[src/rtl/dbg_brk_pkg.sv]
package dbg_brk_pkg;
  localparam int unsigned CTL_W     = 8;
  localparam int unsigned B_HALT    = 7;
  localparam int unsigned B_ARM     = 6;
  localparam int unsigned B_ACKEN   = 5;
  localparam int unsigned B_LOOP    = 4;
  localparam int unsigned B_PCM     = 3;
  localparam int unsigned B_ZRM     = 2;
  localparam int unsigned B_RSVD    = 1;
  localparam int unsigned B_RST     = 0;
  localparam logic [CTL_W-1:0] STORE_MASK = 8'hFD;

  typedef struct packed {
    logic halt;
    logic arm;
    logic acken;
    logic loop;
    logic pcm;
    logic zrm;
    logic rst;
  } ctl_t;
endpackage

[src/rtl/dbg_ctl_reg.sv]
module dbg_ctl_reg
  import dbg_brk_pkg::*;
(
  input  logic             clk,
  input  logic             rst_n,
  input  logic             host_wr,
  input  logic [CTL_W-1:0] host_wdata,
  input  logic             set_halt,
  input  logic             ack_done,
  output ctl_t             ctl,
  output logic [CTL_W-1:0] rdata
);
  ctl_t ctl_q, ctl_d;

  always_comb begin
    ctl_d     = ctl_q;
    ctl_d.rst = 1'b0;
    if (ack_done) ctl_d.acken = 1'b0;
    if (host_wr) begin
      ctl_d.halt  = host_wdata[B_HALT];
      ctl_d.arm   = host_wdata[B_ARM];
      ctl_d.acken = host_wdata[B_ACKEN];
      ctl_d.loop  = host_wdata[B_LOOP];
      ctl_d.pcm   = host_wdata[B_PCM];
      ctl_d.zrm   = host_wdata[B_ZRM];
      ctl_d.rst   = host_wdata[B_RST];
    end
    if (set_halt) ctl_d.halt = 1'b1;
  end

  always_ff @(posedge clk or negedge rst_n) begin
    if (!rst_n) ctl_q <= '0;
    else        ctl_q <= ctl_d;
  end

  assign ctl = ctl_q;

  always_comb begin
    rdata         = '0;
    rdata[B_HALT] = ctl_q.halt;
    rdata[B_ARM]  = ctl_q.arm;
    rdata[B_ACKEN]= ctl_q.acken;
    rdata[B_LOOP] = ctl_q.loop;
    rdata[B_PCM]  = ctl_q.pcm;
    rdata[B_ZRM]  = ctl_q.zrm;
    rdata[B_RST]  = ctl_q.rst;
  end

  assert_rst_pulse_R7: assert property (@(posedge clk) disable iff (!rst_n)
    (ctl_q.rst && !host_wr) |=> !ctl_q.rst);
  assert_write_store_R2: assert property (@(posedge clk) disable iff (!rst_n)
    (host_wr && !set_halt) |=> ((rdata & STORE_MASK) == ($past(host_wdata) & STORE_MASK)));
endmodule

[src/rtl/dbg_brk_event.sv]
module dbg_brk_event (
  input  logic clk,
  input  logic rst_n,
  input  logic brk_decoded,
  input  logic arm,
  input  logic loop,
  input  logic halt,
  output logic hit,
  output logic set_halt,
  output logic loop_brk
);
  assign hit      = brk_decoded & arm;
  assign set_halt = hit & ~loop;
  assign loop_brk = hit & loop;

  assert_brk_halt_R5: assert property (@(posedge clk) disable iff (!rst_n)
    (brk_decoded && arm && !loop) |=> halt);
  assert_loop_no_loopout_R4: assert property (@(posedge clk) disable iff (!rst_n)
    (!arm) |-> !loop_brk);
endmodule

[src/rtl/dbg_ack_tx.sv]
module dbg_ack_tx #(
  parameter int unsigned DATA_W   = 8,
  parameter logic [DATA_W-1:0] ACK_BYTE = '1
) (
  input  logic              clk,
  input  logic              rst_n,
  input  logic              hit,
  input  logic              ack_en,
  input  logic              ack_ready,
  output logic              ack_valid,
  output logic [DATA_W-1:0] ack_data,
  output logic              ack_done
);
  logic pend_q;

  assign ack_done = pend_q & ack_ready;

  always_ff @(posedge clk or negedge rst_n) begin
    if (!rst_n)                       pend_q <= 1'b0;
    else if (ack_done)                pend_q <= 1'b0;
    else if (hit && ack_en && !pend_q) pend_q <= 1'b1;
  end

  assign ack_valid = pend_q;
  assign ack_data  = pend_q ? ACK_BYTE : '0;

  assert_ack_hold_R8: assert property (@(posedge clk) disable iff (!rst_n)
    (ack_valid && !ack_ready) |=> (ack_valid && $stable(ack_data)));
  assert_ack_drop_R9: assert property (@(posedge clk) disable iff (!rst_n)
    (ack_valid && ack_ready) |=> !ack_valid);
  assert_ack_byte_R8: assert property (@(posedge clk) disable iff (!rst_n)
    ack_valid |-> (ack_data == ACK_BYTE));
endmodule

[src/rtl/dbg_brk_ctrl.sv]
module dbg_brk_ctrl
  import dbg_brk_pkg::*;
#(
  parameter int unsigned DATA_W = 8,
  parameter logic [DATA_W-1:0] ACK_BYTE = '1
) (
  input  logic              clk,
  input  logic              rst_n,
  input  logic              host_wr,
  input  logic [CTL_W-1:0]  host_wdata,
  output logic [CTL_W-1:0]  host_rdata,
  input  logic              brk_decoded,
  output logic              halt_fetch,
  output logic              loop_brk,
  output logic              sys_reset_req,
  output logic              ack_valid,
  output logic [DATA_W-1:0] ack_data,
  input  logic              ack_ready
);
  ctl_t ctl;
  logic hit, set_halt, ack_done;

  dbg_ctl_reg u_reg (
    .clk, .rst_n, .host_wr, .host_wdata,
    .set_halt, .ack_done, .ctl, .rdata(host_rdata)
  );

  dbg_brk_event u_evt (
    .clk, .rst_n, .brk_decoded,
    .arm(ctl.arm), .loop(ctl.loop), .halt(ctl.halt),
    .hit, .set_halt, .loop_brk
  );

  dbg_ack_tx #(.DATA_W(DATA_W), .ACK_BYTE(ACK_BYTE)) u_ack (
    .clk, .rst_n, .hit, .ack_en(ctl.acken), .ack_ready,
    .ack_valid, .ack_data, .ack_done
  );

  assign halt_fetch    = ctl.halt;
  assign sys_reset_req = ctl.rst;

  assert_nop_R4: assert property (@(posedge clk) disable iff (!rst_n)
    (brk_decoded && !ctl.arm && !host_wr) |=> ($stable(halt_fetch) && !$rose(ack_valid)));
  assert_loop_keep_R6: assert property (@(posedge clk) disable iff (!rst_n)
    (brk_decoded && ctl.arm && ctl.loop && !host_wr) |=> $stable(halt_fetch));
  assert_halt_wins_R11: assert property (@(posedge clk) disable iff (!rst_n)
    (brk_decoded && ctl.arm && !ctl.loop && host_wr) |=> halt_fetch);
endmodule

[config.mk]
export PLATFORM = sky130hd
export DESIGN_NAME = dbg_brk_ctrl
export DESIGN_NICKNAME = d
export VERILOG_FILES = /design/src/rtl/dbg_brk_pkg.sv /design/src/rtl/dbg_ctl_reg.sv /design/src/rtl/dbg_brk_event.sv /design/src/rtl/dbg_ack_tx.sv /design/src/rtl/dbg_brk_ctrl.sv
export SDC_FILE = /design/constraint.sdc
export NUM_CORES = 1
export LEC_CHECK = 0
export BUFFER_PORTS_ARGS = -buffer_cell sky130_fd_sc_hd__buf_2
export CORE_UTILIZATION = 25
export DETAILED_ROUTE_END_ITERATION = 7
export RECOVER_POWER = 50
export SLEW_MARGIN = 15
export SYNTH_ARGS = -nofsm -noshare
export SYNTH_HDL_FRONTEND = slang
export SYNTH_SLANG_ARGS = --single-unit
[constraint.sdc]
create_clock -name clk -period 1.9 [get_ports clk]
set_input_delay 0.285 -clock clk [delete_from_list [all_inputs] [get_ports clk]]
set_output_delay 0.285 -clock clk [all_outputs]
set_load 0.01 [all_outputs]
======== Word-level counts from Yosys, hierarchy flattened ========
Cells that the tools add are included.
cells by class
  multiplexer cells ....................... 6
  bitwise logic cells ..................... 5
  reductions and logical operators ........ 6
operators with widths
  cell                 count
  $mux W8              1
  $mux W7              1
  $reduce_bool A2 Y1   3
  $and A1 B1 Y1        4
  $mux W1              4
  $logic_and A1 B1 Y1  2
  $logic_not A1 Y1     1
  $not A1 Y1           1
word-level totals
  bits in registers ....................... 8
  input port bits ......................... 13
  output and inout bits ................... 20
  word-level logic and storage cells ...... 25

======== Logic depth before layout (Yosys ltp) ========
  depth after elaboration ................. 5
  mapped depth ............................ 3
  gate-level depth less buffers ........... 2

======== Modules after synthesis ========
Synthesis repeated with hierarchy kept, for this count alone.
second synthesis, totals
  cell total of the unflattened synthesis .. 41
  area, all modules ....................... 457.9 um^2
modules (own cells, without submodules)
  module         times used  cells an instance  area an instance (um^2)  sequential area each (um^2)
  dbg_ctl_reg    1           26                 329.1                    175.2
  dbg_ack_tx     1           12                 106.4                    25.0
  dbg_brk_event  1           3                  22.5                     0.0

======== Worst setup path after synthesis ========
OpenSTA, ideal clock, no wires.
  kind .................................... reg-to-output
  from .................................... register u_ack.pend_q, in the netlist u_ack.ack_valid
  to ...................................... output port ack_data[0]
  arrival time ............................ 0.698 ns
  required time ........................... 1.615 ns
  slack ................................... 0.917 ns
  cell stages (with the launch flop) ...... 2
  path buffers ............................ 1
  cells stage by stage .................... dfrtp_1 buf_4
on the way
  longest elaborated chain between the ends .. 1
RTL lines
  element                 RTL line            text
  from (decl)             dbg_ack_tx.sv:14    logic pend_q;
  from (signal assigned)  dbg_ack_tx.sv:19    if (!rst_n) pend_q <= 1'b0;
  from (signal assigned)  dbg_ack_tx.sv:20    else if (ack_done) pend_q <= 1'b0;
  from (signal assigned)  dbg_ack_tx.sv:21    else if (hit && ack_en && !pend_q) pend_q <= 1'b1;
  $mux W8                 dbg_ack_tx.sv:25    assign ack_data = pend_q ? ACK_BYTE : '0;
  to (decl)               dbg_brk_ctrl.sv:17  output logic [DATA_W-1:0] ack_data,
Every way passes these cells.

======== Worst setup path after layout ========
  from .................................... register u_reg.ctl_q, in the netlist u_reg.ctl[3]
  to ...................................... output port loop_brk
on the way
  longest elaborated chain between the ends .. 1
RTL lines
  element                 RTL line             text
  from (decl)             dbg_ctl_reg.sv:13    ctl_t ctl_q, ctl_d;
  from (signal assigned)  dbg_ctl_reg.sv:33    else ctl_q <= ctl_d;
  $and A1 B1 Y1           dbg_brk_event.sv:14  assign loop_brk = hit & loop;
  to (decl)               dbg_brk_ctrl.sv:14   output logic loop_brk,
Every way passes these cells.

==> out/qor.csv <==
metric,value,unit
status,"finished, violations left",
violations,design-rule violations,
place_congestion,0.6349,
htree_levels,1,
insertion_delay,0.25,ns
finalWirelength,761,µm
drtAntennaViolNets,0,
holdPathStages,2,
cap_violations,0,
fin_area,524.3,µm²
clock_path_buffers,2,
dieArea,1960,µm²
synthesis.nets,51,
p_sw,116.7,µW
routedWlPerCell,9.395,µm
p_per_area,807.8,nW/µm²
antenna_found_initial,0,
yosysWarnings,0,
cts_tree,yes,
r2r_cells,2,
core.rowCount,14,
rr_startpoint,u_ack.ack_valid,
fin_crit_sh,0.6635,
ir_drop,0.4332,mV
drive_gt1_frac,0.5614,
combPwrFrac,0.230,
final_cell_mix,"buf_2, dfrtp_1, mux2_1",
cts_setup_buffers,0,
grt_max_degree,12,
synth_area,446.7,µm²
overflow,0,
clock_sink_count,8,
drtIter0Drc,6,
ioPinCount,33,
clkPwrFrac,0.294,
critical_path_class,flop to output port,
core_area,1594,µm²
place_area,510.5,µm²
syn_inst,38,
p_int,306.8,µW
finalSetupViolations,0,
grt_pass1_vias,277,
grt_use_total,0.09314,
drc,4,
syn_to_final_growth,17.37,%
finalNetCount,72,
final_cell_count_no_fill,81,
ys_seq_area_frac,0.4482,
root_buffer,clkbuf_4,
rsz0062_at_grt,false,
crit_path_end_kind,output port,
switching_share,0.2755,
hold_path_class,primary input to flop,
finalSetupTns,0,ns
numPortBuffers,30,
numCtsBuffers,3,
firstDrtPassIters,5,
grt_pass1_wl,1.186,mm
drv_slew,0,
finClkSkew,0.008511,ns
diodes,0,
worstPathRequired,1.62,ns
fp.dieW,44.27,µm
seq_power_share,0.477,
ys_ff_latch,8,
path_max_fanout,4,
p_leak,0.2865,nW
fill_cells,182,
dr_total_vias,309,
hold_violations,0,
arrival,0.98,ns
crit_start,u_reg.ctl[3],
cp-start-kind,flop,
clkTransAtPathRegs,0.05,ns
post_drt_via_cell_ratio,3.815,
die_h,44.27,µm
dp.cells,77,
worst_hold_startpoint,ack_ready,
synth_area_per_cell,11.75,µm²
synth.distinct_cells,12,
start_util,0.2802,
fmax,793.2,MHz
period_needed,1.261,ns
mostFrequentLayoutCell,buf_2,
==> cell usage after synthesis <==
| cell | n | area [µm²] |
|---|---|---|
| and2_2 | 1 | 7.510 |
| dfrtp_1 | 8 | 200.2 |
| buf_6 | 1 | 11.26 |
| conb_1 | 1 | 3.750 |
| nand2_1 | 2 | 7.510 |
| mux2_4 | 4 | 60.06 |
| o21ai_0 | 2 | 10.01 |
| a21bo_2 | 1 | 10.01 |
| and3_1 | 1 | 6.260 |
| mux2i_1 | 2 | 20.02 |
| buf_4 | 14 | 105.1 |
| nand3_1 | 1 | 5.000 |
==> critical path: stages (launching register included) <==
cell and delay (ns):
dfrtp_1 0.40, and3_1 0.20, buf_2 0.14
==> kinds of logic after synthesis <==
| logic type | Yosys count | synth area share |
|---|---|---|
| compound gates | 3 | 0.04482 |
| buf+inv | 15 | 0.2605 |
| flops | 8 | 0.4482 |
| mux | 6 | 0.1793 |
| other cells | 1 | 0.008395 |
| simple gates | 5 | 0.05883 |
==> state kept, by name, indices dropped and copies added (netlist names) <==
signal	cells
u_reg.ctl	7
u_ack.ack_valid	1
==> final cells by class <==
cell class / count / area, µm² / share of cell area
sequential: 8 / 200.2 / 0.3819
timing repair buffer: 31 / 156.4 / 0.2983
multi-input combinational: 15 / 115.1 / 0.2196
tap: 24 / 30.03 / 0.05728
clock buffer: 3 / 22.52 / 0.04296
==> path summary, 6_finish.rpt <==
path,endpoint,slack (ns)
max,loop_brk,0.64
min,u_ack.ack_valid,0.23
max reg2reg,u_reg.ctl[4],0.98
min reg2reg,u_reg.ctl[1],0.49
max in group asynchronous,u_reg.ctl[4],1.11
min in group asynchronous,u_ack.ack_valid,0.48
==> power groups by stage <==
stage	Sequential [mW]	Combinational, mW	Clock [mW]
after floorplan	0.209	0.0871	0
after global placement	0.204	0.105	0
after detailed placement	0.206	0.106	0
after CTS	0.203	0.107	0.131
after global routing	0.206	0.107	0.147
final	0.202	0.0972	0.124
==> metrics by stage <==
stage | hold WS (ns) | power, mW | setup slack (ns) | utilization
final | 0.2269 | 0.4235 | 0.6393 | 0.3289
after global routing | 0.2127 | 0.4595 | 0.5849 | 0.3289
after CTS | 0.2263 | 0.4420 | 0.6249 | 0.3407
after detailed placement | 0.1385 | 0.3117 | 0.8950 | 0.3203
after global placement | 0.1334 | 0.3087 | 0.9175 | 0.3203
after floorplan | -0.01059 | 0.2965 | 0.9168 | -
==> metal layers <==
layer | GRT usage | wire length [µm] | up-vias
li1 | - | - | 150
met1 | 0.1010 | 339 | 131
met2 | 0.1441 | 336 | 26
met3 | 0.06122 | 73 | 2
met4 | 0.03636 | 12 | 0
met5 | 0 | 0 | -
==> what timing repair did <==
item / 4_1_cts / 5_1_grt
resized for setup: 0 / 0
hold endpoints to repair: 8 / 0
hold buffers: 1 / 0
Power figures use the tool's default switching activity.
